===== src/rtl/cbm_pkg.sv =====
// Package: shared types and helpers for the capture buffer manager.
// Assumes: nothing beyond IEEE 1800-2017.
package cbm_pkg;

    // Session state of the manager.
    typedef enum logic [1:0] {
        SESS_OFF   = 2'd0,
        SESS_ON    = 2'd1,
        SESS_DRAIN = 2'd2
    } sess_e;

endpackage


===== src/rtl/cbm_index_fifo.sv =====
// Module: circular queue of buffer handles.
// Supports push at the tail, pop at the head, a clear, and a load that
// fills the queue with handles 0..load_n-1 in ascending order.
// Assumes: the caller never pops an empty queue. Clear wins over load,
// load wins over push and pop. Push into a full queue is dropped.
module cbm_index_fifo #(
    parameter  int DEPTH = 64,
    localparam int IDX_W = (DEPTH > 1) ? $clog2(DEPTH) : 1,
    localparam int CNT_W = $clog2(DEPTH + 1)
) (
    input  logic             clk,
    input  logic             rst_n,
    input  logic             clear,
    input  logic             load,
    input  logic [CNT_W-1:0] load_n,
    input  logic             push,
    input  logic [IDX_W-1:0] push_idx,
    input  logic             pop,
    output logic [IDX_W-1:0] head_idx,
    output logic [CNT_W-1:0] count,
    output logic             empty
);

    logic [IDX_W-1:0] mem_q [DEPTH];
    logic [IDX_W-1:0] head_q;
    logic [IDX_W-1:0] tail_q;
    logic [CNT_W-1:0] cnt_q;
    logic             do_push;
    logic             do_pop;

    // Advance a pointer by one with wrap at DEPTH.
    function automatic logic [IDX_W-1:0] bump(input logic [IDX_W-1:0] p);
        return (int'(p) == DEPTH - 1) ? '0 : p + 1'b1;
    endfunction

    // Qualify push and pop against the current fill level.
    always_comb begin
        do_push = push && (int'(cnt_q) < DEPTH);
        do_pop  = pop && (cnt_q != '0);
    end

    // Pointer and count update.
    always_ff @(posedge clk) begin
        if (!rst_n || clear) begin
            head_q <= '0;
            tail_q <= '0;
            cnt_q  <= '0;
        end else if (load) begin
            head_q <= '0;
            tail_q <= (int'(load_n) >= DEPTH) ? '0 : IDX_W'(load_n);
            cnt_q  <= load_n;
        end else begin
            if (do_push) tail_q <= bump(tail_q);
            if (do_pop)  head_q <= bump(head_q);
            if (do_push && !do_pop)      cnt_q <= cnt_q + 1'b1;
            else if (do_pop && !do_push) cnt_q <= cnt_q - 1'b1;
        end
    end

    // Storage write: ascending fill on load, otherwise tail write on push.
    always_ff @(posedge clk) begin
        if (load && rst_n && !clear) begin
            for (int i = 0; i < DEPTH; i++) mem_q[i] <= IDX_W'(i);
        end else if (do_push && rst_n && !clear) begin
            mem_q[tail_q] <= push_idx;
        end
    end

    // Head and status outputs.
    always_comb begin
        head_idx = mem_q[head_q];
        count    = cnt_q;
        empty    = (cnt_q == '0);
    end

endmodule


===== src/rtl/cbm_session_ctrl.sv =====
// Module: session controller for the capture buffer manager.
// Accepts enable and disable requests, checks the requested pool size,
// drains the in-flight slot before ending a session and keeps a session
// number that tags handles given to the reader.
// Assumes: inflight is the registered in-flight flag of the parent.
module cbm_session_ctrl #(
    parameter  int POOL_MAX = 64,
    parameter  int MIN_POOL = 8,
    parameter  int GEN_W    = 4,
    localparam int CNT_W    = $clog2(POOL_MAX + 1)
) (
    input  logic                 clk,
    input  logic                 rst_n,
    input  logic                 en_req,
    input  logic [CNT_W-1:0]     en_count,
    input  logic                 dis_req,
    input  logic                 inflight,
    output cbm_pkg::sess_e       state,
    output logic                 load,
    output logic                 clear,
    output logic                 ok_pulse,
    output logic                 fail_pulse,
    output logic [GEN_W-1:0]     gen
);
    import cbm_pkg::*;

    sess_e            st_q;
    logic [GEN_W-1:0] gen_q;
    logic             size_ok;
    logic             ok_q;
    logic             fail_q;

    // Requested pool size must lie inside the allowed range.
    always_comb size_ok = (int'(en_count) >= MIN_POOL) && (int'(en_count) <= POOL_MAX);

    // Load and clear strobes for the queues.
    always_comb begin
        load  = (st_q == SESS_OFF) && en_req && size_ok;
        clear = (st_q == SESS_DRAIN) && !inflight;
    end

    // Session state machine.
    always_ff @(posedge clk) begin
        if (!rst_n) begin
            st_q <= SESS_OFF;
        end else begin
            unique case (st_q)
                SESS_OFF:   if (load)    st_q <= SESS_ON;
                SESS_ON:    if (dis_req) st_q <= SESS_DRAIN;
                SESS_DRAIN: if (clear)   st_q <= SESS_OFF;
                default:                 st_q <= SESS_OFF;
            endcase
        end
    end

    // Result pulses and session number.
    always_ff @(posedge clk) begin
        if (!rst_n) begin
            ok_q   <= 1'b0;
            fail_q <= 1'b0;
            gen_q  <= '0;
        end else begin
            ok_q   <= load;
            fail_q <= (st_q == SESS_OFF) && en_req && !size_ok;
            if (load) gen_q <= gen_q + 1'b1;
        end
    end

    always_comb begin
        state      = st_q;
        ok_pulse   = ok_q;
        fail_pulse = fail_q;
        gen        = gen_q;
    end

endmodule


===== src/rtl/cbm_sat_counter.sv =====
// Module: saturating event counter.
// Assumes: inc is a single-cycle strobe; the count holds at its maximum.
module cbm_sat_counter #(
    parameter int W = 16
) (
    input  logic         clk,
    input  logic         rst_n,
    input  logic         inc,
    output logic [W-1:0] value
);

    logic [W-1:0] cnt_q;

    // Count up, stop at the all-ones value.
    always_ff @(posedge clk) begin
        if (!rst_n)                 cnt_q <= '0;
        else if (inc && !(&cnt_q))  cnt_q <= cnt_q + 1'b1;
    end

    always_comb value = cnt_q;

endmodule


===== src/rtl/cbm_buffer_manager.sv =====
// Module: capture buffer state manager (top).
// Moves buffer handles from a free queue through one in-flight slot into
// a filled queue, hands the oldest filled handle to one reader and takes
// it back into the free queue. Counts captures lost for lack of a free
// handle and flags completions that arrive with nothing in flight.
// Assumes: all request inputs are single-cycle strobes synchronous to clk.
module cbm_buffer_manager #(
    parameter  int POOL_MAX = 64,
    parameter  int MIN_POOL = 8,
    parameter  int DROP_W   = 16,
    parameter  int GEN_W    = 4,
    localparam int IDX_W    = (POOL_MAX > 1) ? $clog2(POOL_MAX) : 1,
    localparam int CNT_W    = $clog2(POOL_MAX + 1)
) (
    input  logic              clk,
    input  logic              rst_n,
    input  logic              en_req,
    input  logic [CNT_W-1:0]  en_count,
    input  logic              dis_req,
    input  logic              evt_ready,
    input  logic              xfer_done,
    input  logic              rd_take,
    input  logic              rd_done,
    output logic              enabled,
    output logic              draining,
    output logic              en_ok,
    output logic              en_fail,
    output logic              xfer_start,
    output logic [IDX_W-1:0]  xfer_idx,
    output logic              inflight,
    output logic              rd_valid,
    output logic [IDX_W-1:0]  rd_idx,
    output logic [CNT_W-1:0]  free_cnt,
    output logic [CNT_W-1:0]  filled_cnt,
    output logic [DROP_W-1:0] drop_cnt,
    output logic              xfer_err
);
    import cbm_pkg::*;

    sess_e            state;
    logic             q_load;
    logic             q_clear;
    logic [GEN_W-1:0] gen;

    logic [IDX_W-1:0] free_head;
    logic             free_empty;
    logic [IDX_W-1:0] fill_head;
    logic             fill_empty;

    logic             inf_q;
    logic [IDX_W-1:0] inf_idx_q;
    logic             start_q;
    logic             held_q;
    logic [IDX_W-1:0] held_idx_q;
    logic [GEN_W-1:0] held_gen_q;
    logic             err_q;

    logic             evt_ok;
    logic             do_start;
    logic             do_drop;
    logic             do_complete;
    logic             do_take;
    logic             do_return;
    logic             keep_ret;

    // Session control: enable checks, drain and session numbering.
    cbm_session_ctrl #(
        .POOL_MAX (POOL_MAX),
        .MIN_POOL (MIN_POOL),
        .GEN_W    (GEN_W)
    ) u_ctrl (
        .clk        (clk),
        .rst_n      (rst_n),
        .en_req     (en_req),
        .en_count   (en_count),
        .dis_req    (dis_req),
        .inflight   (inf_q),
        .state      (state),
        .load       (q_load),
        .clear      (q_clear),
        .ok_pulse   (en_ok),
        .fail_pulse (en_fail),
        .gen        (gen)
    );

    // Decode the moves of this cycle from the current state.
    always_comb begin
        evt_ok      = evt_ready && (state == SESS_ON) && !inf_q;
        do_start    = evt_ok && !free_empty;
        do_drop     = evt_ok && free_empty;
        do_complete = xfer_done && inf_q;
        do_take     = rd_take && !held_q && !fill_empty;
        do_return   = rd_done && held_q;
        keep_ret    = do_return && (state == SESS_ON) && (held_gen_q == gen);
    end

    // Free queue: loaded on enable, popped on start, refilled by the reader.
    cbm_index_fifo #(.DEPTH(POOL_MAX)) u_free_q (
        .clk      (clk),
        .rst_n    (rst_n),
        .clear    (q_clear),
        .load     (q_load),
        .load_n   (en_count),
        .push     (keep_ret),
        .push_idx (held_idx_q),
        .pop      (do_start),
        .head_idx (free_head),
        .count    (free_cnt),
        .empty    (free_empty)
    );

    // Filled queue: appended on completion, popped by the reader.
    cbm_index_fifo #(.DEPTH(POOL_MAX)) u_fill_q (
        .clk      (clk),
        .rst_n    (rst_n),
        .clear    (q_clear),
        .load     (1'b0),
        .load_n   ('0),
        .push     (do_complete),
        .push_idx (inf_idx_q),
        .pop      (do_take),
        .head_idx (fill_head),
        .count    (filled_cnt),
        .empty    (fill_empty)
    );

    // In-flight slot and transfer start pulse.
    always_ff @(posedge clk) begin
        if (!rst_n) begin
            inf_q     <= 1'b0;
            inf_idx_q <= '0;
            start_q   <= 1'b0;
        end else begin
            start_q <= do_start;
            if (do_start) begin
                inf_q     <= 1'b1;
                inf_idx_q <= free_head;
            end else if (do_complete) begin
                inf_q     <= 1'b0;
            end
        end
    end

    // Reader slot with the session number of the handle it holds.
    always_ff @(posedge clk) begin
        if (!rst_n) begin
            held_q     <= 1'b0;
            held_idx_q <= '0;
            held_gen_q <= '0;
        end else if (do_take) begin
            held_q     <= 1'b1;
            held_idx_q <= fill_head;
            held_gen_q <= gen;
        end else if (do_return) begin
            held_q     <= 1'b0;
        end
    end

    // Sticky flag for a completion with nothing in flight.
    always_ff @(posedge clk) begin
        if (!rst_n)                     err_q <= 1'b0;
        else if (xfer_done && !inf_q)   err_q <= 1'b1;
    end

    // Lost-capture counter.
    cbm_sat_counter #(.W(DROP_W)) u_drop (
        .clk   (clk),
        .rst_n (rst_n),
        .inc   (do_drop),
        .value (drop_cnt)
    );

    // Status outputs.
    always_comb begin
        enabled    = (state == SESS_ON);
        draining   = (state == SESS_DRAIN);
        xfer_start = start_q;
        xfer_idx   = inf_idx_q;
        inflight   = inf_q;
        rd_valid   = held_q;
        rd_idx     = held_idx_q;
        xfer_err   = err_q;
    end

endmodule


===== config.mk =====
export PLATFORM = sky130hd
export DESIGN_NAME = cbm_buffer_manager
export DESIGN_NICKNAME = d
export VERILOG_FILES = /design/src/rtl/cbm_pkg.sv /design/src/rtl/cbm_index_fifo.sv /design/src/rtl/cbm_session_ctrl.sv /design/src/rtl/cbm_sat_counter.sv /design/src/rtl/cbm_buffer_manager.sv
export SDC_FILE = /design/constraint.sdc
export NUM_CORES = 1
export LEC_CHECK = 0
export ABC_AREA = 1
export CORE_ASPECT_RATIO = 1.1
export CORE_MARGIN = 2
export CORE_UTILIZATION = 57
export DETAILED_ROUTE_END_ITERATION = 16
export GPL_ROUTABILITY_DRIVEN = 0
export PLACE_DENSITY = 0.73
export REMOVE_ABC_BUFFERS = 1
export SLEW_MARGIN = 0
export SYNTH_ARGS = -nofsm -noshare
export SYNTH_HDL_FRONTEND = slang
export SYNTH_SLANG_ARGS = --single-unit

===== constraint.sdc =====
create_clock -name clk -period 2.7 [get_ports clk]
set_clock_uncertainty 0.1 [all_clocks]
set_input_delay 0.54 -clock clk [delete_from_list [all_inputs] [get_ports clk]]
set_output_delay 0.54 -clock clk [all_outputs]
set_load 0.02 [all_outputs]

==> out/summary.txt <==
initial core utilization - 57.87%
vias in the first global route - 27400
Num Clock Sinks - 850
Distinct cells, synth - 38
multi-input logic area - 11720 µm²
drt total wl - 96710 µm
width of the die - 249.4 µm
post-synthesis mux area share - 0%
1st-iter DRT viols - 2708
Peak VDD IR - 759.6 µV
CTS buffer count - 85
Root Driver - clkbuf_16
Reg-to-Reg End - u_fill_q.count[6]$_SDFFE_PP0P_
post-CTS setup buffers - 0
data arrival time of the worst path - 3.10 ns
count leader, synth - nand2_1
R2R cell count - 18
CP Cell Sequence - nor2_2, nand2_1, nor4_2, buf_4, nor2_4, nand2_2, ha_4, inv_4, buf_6, fa_2, nand3_2, nand2_2, nand2_1, nand2_1, a21oi_2, xnor2_1, nand2_1, a21oi_1
Stages on worst setup path - 18
met2 WL - 48280 µm
crit path kind - reg2reg
Synth Area in Compound Gates - 2.078%
Fmax - 380.4 MHz
Post-DP HPWL - 61870 µm
sequential cell area - 24730 µm²
clk_lat worst skew - 0.65 ns
total grt overflow - 0
CP max stage delay - 0.34 ns
final period utilization - 97.35%
Yosys top cell by area - edfxtp_1
Synth async-reset ratio - 0%
CP Capture Point - u_fill_q.count[6]$_SDFFE_PP0P_
fin. max-slew vios - 0
vias per cell - 5.585
yosys warns - 0
met3 WL - 7276 µm
Mean Syn Cell Area - 9.714 µm²
P per Cell Area - 749.9 nW/µm²
slowest CP cell - fa_2
Area Overhead vs Synth - 17.07%
GRT Util Overall - 28.40%
Pwr Total - 0.03314 W
DR pass1 iterations - 6
ant diodes - 0
residual DRC count - 0
largest net degree at the start of global routing - 150
status - complete, no violations
Final #Nets - 4172
Max Root-Sink Buffers - 3
Synth Area in XOR/XNOR - 0.6961%
met1 WL - 36720 µm
total vias in the final route - 28260
#FFs+latches synth - 850
core area - 65230 µm²
max-cap check violation count - 0
CTS tree - done
post-synthesis cell count - 3886
reg-to-reg startpoint - u_fill_q.count[5]$_SDFFE_PP0P_
Critical path origin - u_fill_q.count[5]$_SDFFE_PP0P_
Slew @ Worst Pin - 0.8982 ns
minimum clock period - 2.629 ns
Hold WS - 0.3685 ns
CTS clk-pin slew, worst paths - 0.07 ns
Max Used Layer - met5
Netlist Area Pre-Place - 37750 µm²
port bufs - 64
most used cell, CP - nand2_1
RSZ-0062 raised after global routing - true
initial antenna violation count - 2
Die Height - 273.9 µm
Fillers - 4844
number of synthesized flops with an enable pin - 768
Synth area leaders - edfxtp_1 (61%), nand2_1 (14%), nand3_1 (8.2%)
crit-path max FO - 4
H-tree levels - 3
r2r setup slk - 0.07 ns
min-delay worst type - reg2reg
Slew HR - 40.06%
ratio of cells with drive above 1 in the final layout - 14.96%
ys flop type - edfxtp_1
Worst Setup Start Kind - flip-flop
Critical Path End Type - flip-flop
Final setup viols - 0
sequential cell area fraction in the yosys report - 65.44%
top-area cell type share of the netlist area - 61.09%
Req. time, crit path - 3.17 ns
Simple-Gate Fraction of Synth Area - 27.25%
Row Count - 98
first-pass GRT wire length - 149500 µm
Top Family by Delay on Critical Path - simple AND/OR/NAND/NOR gates
cell leakage power - 16.53 nW
antenna-violating nets left - 0
die area - 68300 µm²
placed cell area - 41320 µm²
# hold bufs at CTS - 0
final hold vios - 0
Buf+Inv Stages, Crit Path - 3
Commonest cells post-synth - nand2_1 (1386), edfxtp_1 (768), nand3_1 (618), nor2_1 (331), clkbuf_1 (195)
adder-cell share of the synthesized area - 0.6695%
fin area - 44190 µm²
largest family of logic cells by synthesized area - simple AND/OR/NAND/NOR gates
WL/cell - 19.11 µm
I/O pins - 65
## worst min-delay path: stages (launching register included)
cell     delay, ns
dfxtp_1       0.31
inv_1         0.06
a21oi_1       0.05
## sequential cells by signal (all words and copies together) (netlist names), 4 cells and up
signal	flops
held_gen_q	4
rd_idx	6
u_ctrl.gen	4
u_drop.value	16
u_fill_q.count	7
u_fill_q.head_q	6
u_fill_q.mem_q	384
u_fill_q.tail_q	6
u_free_q.count	7
u_free_q.head_q	6
u_free_q.mem_q	384
u_free_q.tail_q	6
xfer_idx	6
## layout by cell type (no fill, tap or decap), types with 7 or more instances in the layout
cell type and instances:
inv_1 82, dfxtp_1 70, nor2_4 7, buf_4 302, nor3_1 21, nor2_1 327
clkbuf_1 19, xnor2_1 11, clkinv_1 19, nand4_1 11, clkdlybuf4s50_1 64, o21ai_0 25
ha_1 13, nor2_2 50, a21oi_1 109, nand2_2 12, nand2_1 1381, clkinv_2 14
clkbuf_16 85, nand3_1 616, dfxtp_2 9, xor2_1 19, inv_2 72, buf_12 20
edfxtp_1 768
## routing by layer
layer / global-route usage [%] / vias up
met2: 49.64 / 1241
met3: 3.645 / 274
li1: - / 13580
met5: 0 / -
met1: 35.25 / 13170
met4: 13.73 / 2
## repair_timing
item                       in CTS  in global routing
setup endpoints to repair       1                 51
resized for setup               1                 29
gates cloned                    0                  0
pin swaps                       0                 11
## metrics by stage
stage	setup slack, ns	utilization (%)	instances	setup TNS [ns]
after global placement	-0.4303	63.35	4901	-134.37
final	0.07148	67.75	5060	0
after global routing	-0.1168	67.75	5060	-0.2386
after detailed placement	-0.4456	63.35	4901	-172.69
after CTS	0.0002245	67.56	5060	0
after floorplan	-6.360	-	3664	-111.70
## where the power goes
group	switching [W]	leakage, nW	total [W]	internal (W)
logic	0.00489	7.65	0.00690	0.00201
registers	0.000200	7.56	0.0148	0.0146
clock network	0.00511	1.32	0.0115	0.00636
total	0.0102	16.5	0.0331	0.0229
## kinds of logic (layout without fill, tap and decap cells)
| group | count (synthesis) | after routing |
|---|---|---|
| adder cells (fa/ha/maj) | 19 | 19 |
| AND/OR/NAND/NOR | 2450 | 2450 |
| XOR/XNOR | 30 | 30 |
| flip-flops | 850 | 850 |
| buffers and inverters | 386 | 710 |
| AO/OA/AOI/OAI | 151 | 151 |
## how the worst min path moves through the flow
| stage | startpoint | endpoint | slack (ns) | cells after the start |
|---|---|---|---|---|
| floorplan | held_gen_q[1]$_SDFFE_PN0P_ | held_gen_q[1]$_SDFFE_PN0P_ | 0.34 | 2 |
| global placement | held_gen_q[1]$_SDFFE_PN0P_ | held_gen_q[1]$_SDFFE_PN0P_ | 0.35 | 2 |
| detailed placement | held_gen_q[1]$_SDFFE_PN0P_ | held_gen_q[1]$_SDFFE_PN0P_ | 0.36 | 2 |
| CTS | held_gen_q[1]$_SDFFE_PN0P_ | held_gen_q[1]$_SDFFE_PN0P_ | 0.37 | 2 |
| global route | held_gen_q[2]$_SDFFE_PN0P_ | held_gen_q[2]$_SDFFE_PN0P_ | 0.39 | 2 |
| finish | held_gen_q[1]$_SDFFE_PN0P_ | held_gen_q[1]$_SDFFE_PN0P_ | 0.37 | 2 |
## area by class of cell
type                            count  area share [%]
Tap cell                          850           2.407
Timing Repair Buffer              387           7.511
Clock inverter                     49           1.039
Inverter                          164           1.416
Multi-Input combinational cell   2650           26.51
Clock buffer                      110           5.161
Sequential cell                   850           55.95
Note: power is estimated with default switching activity, not from simulation.
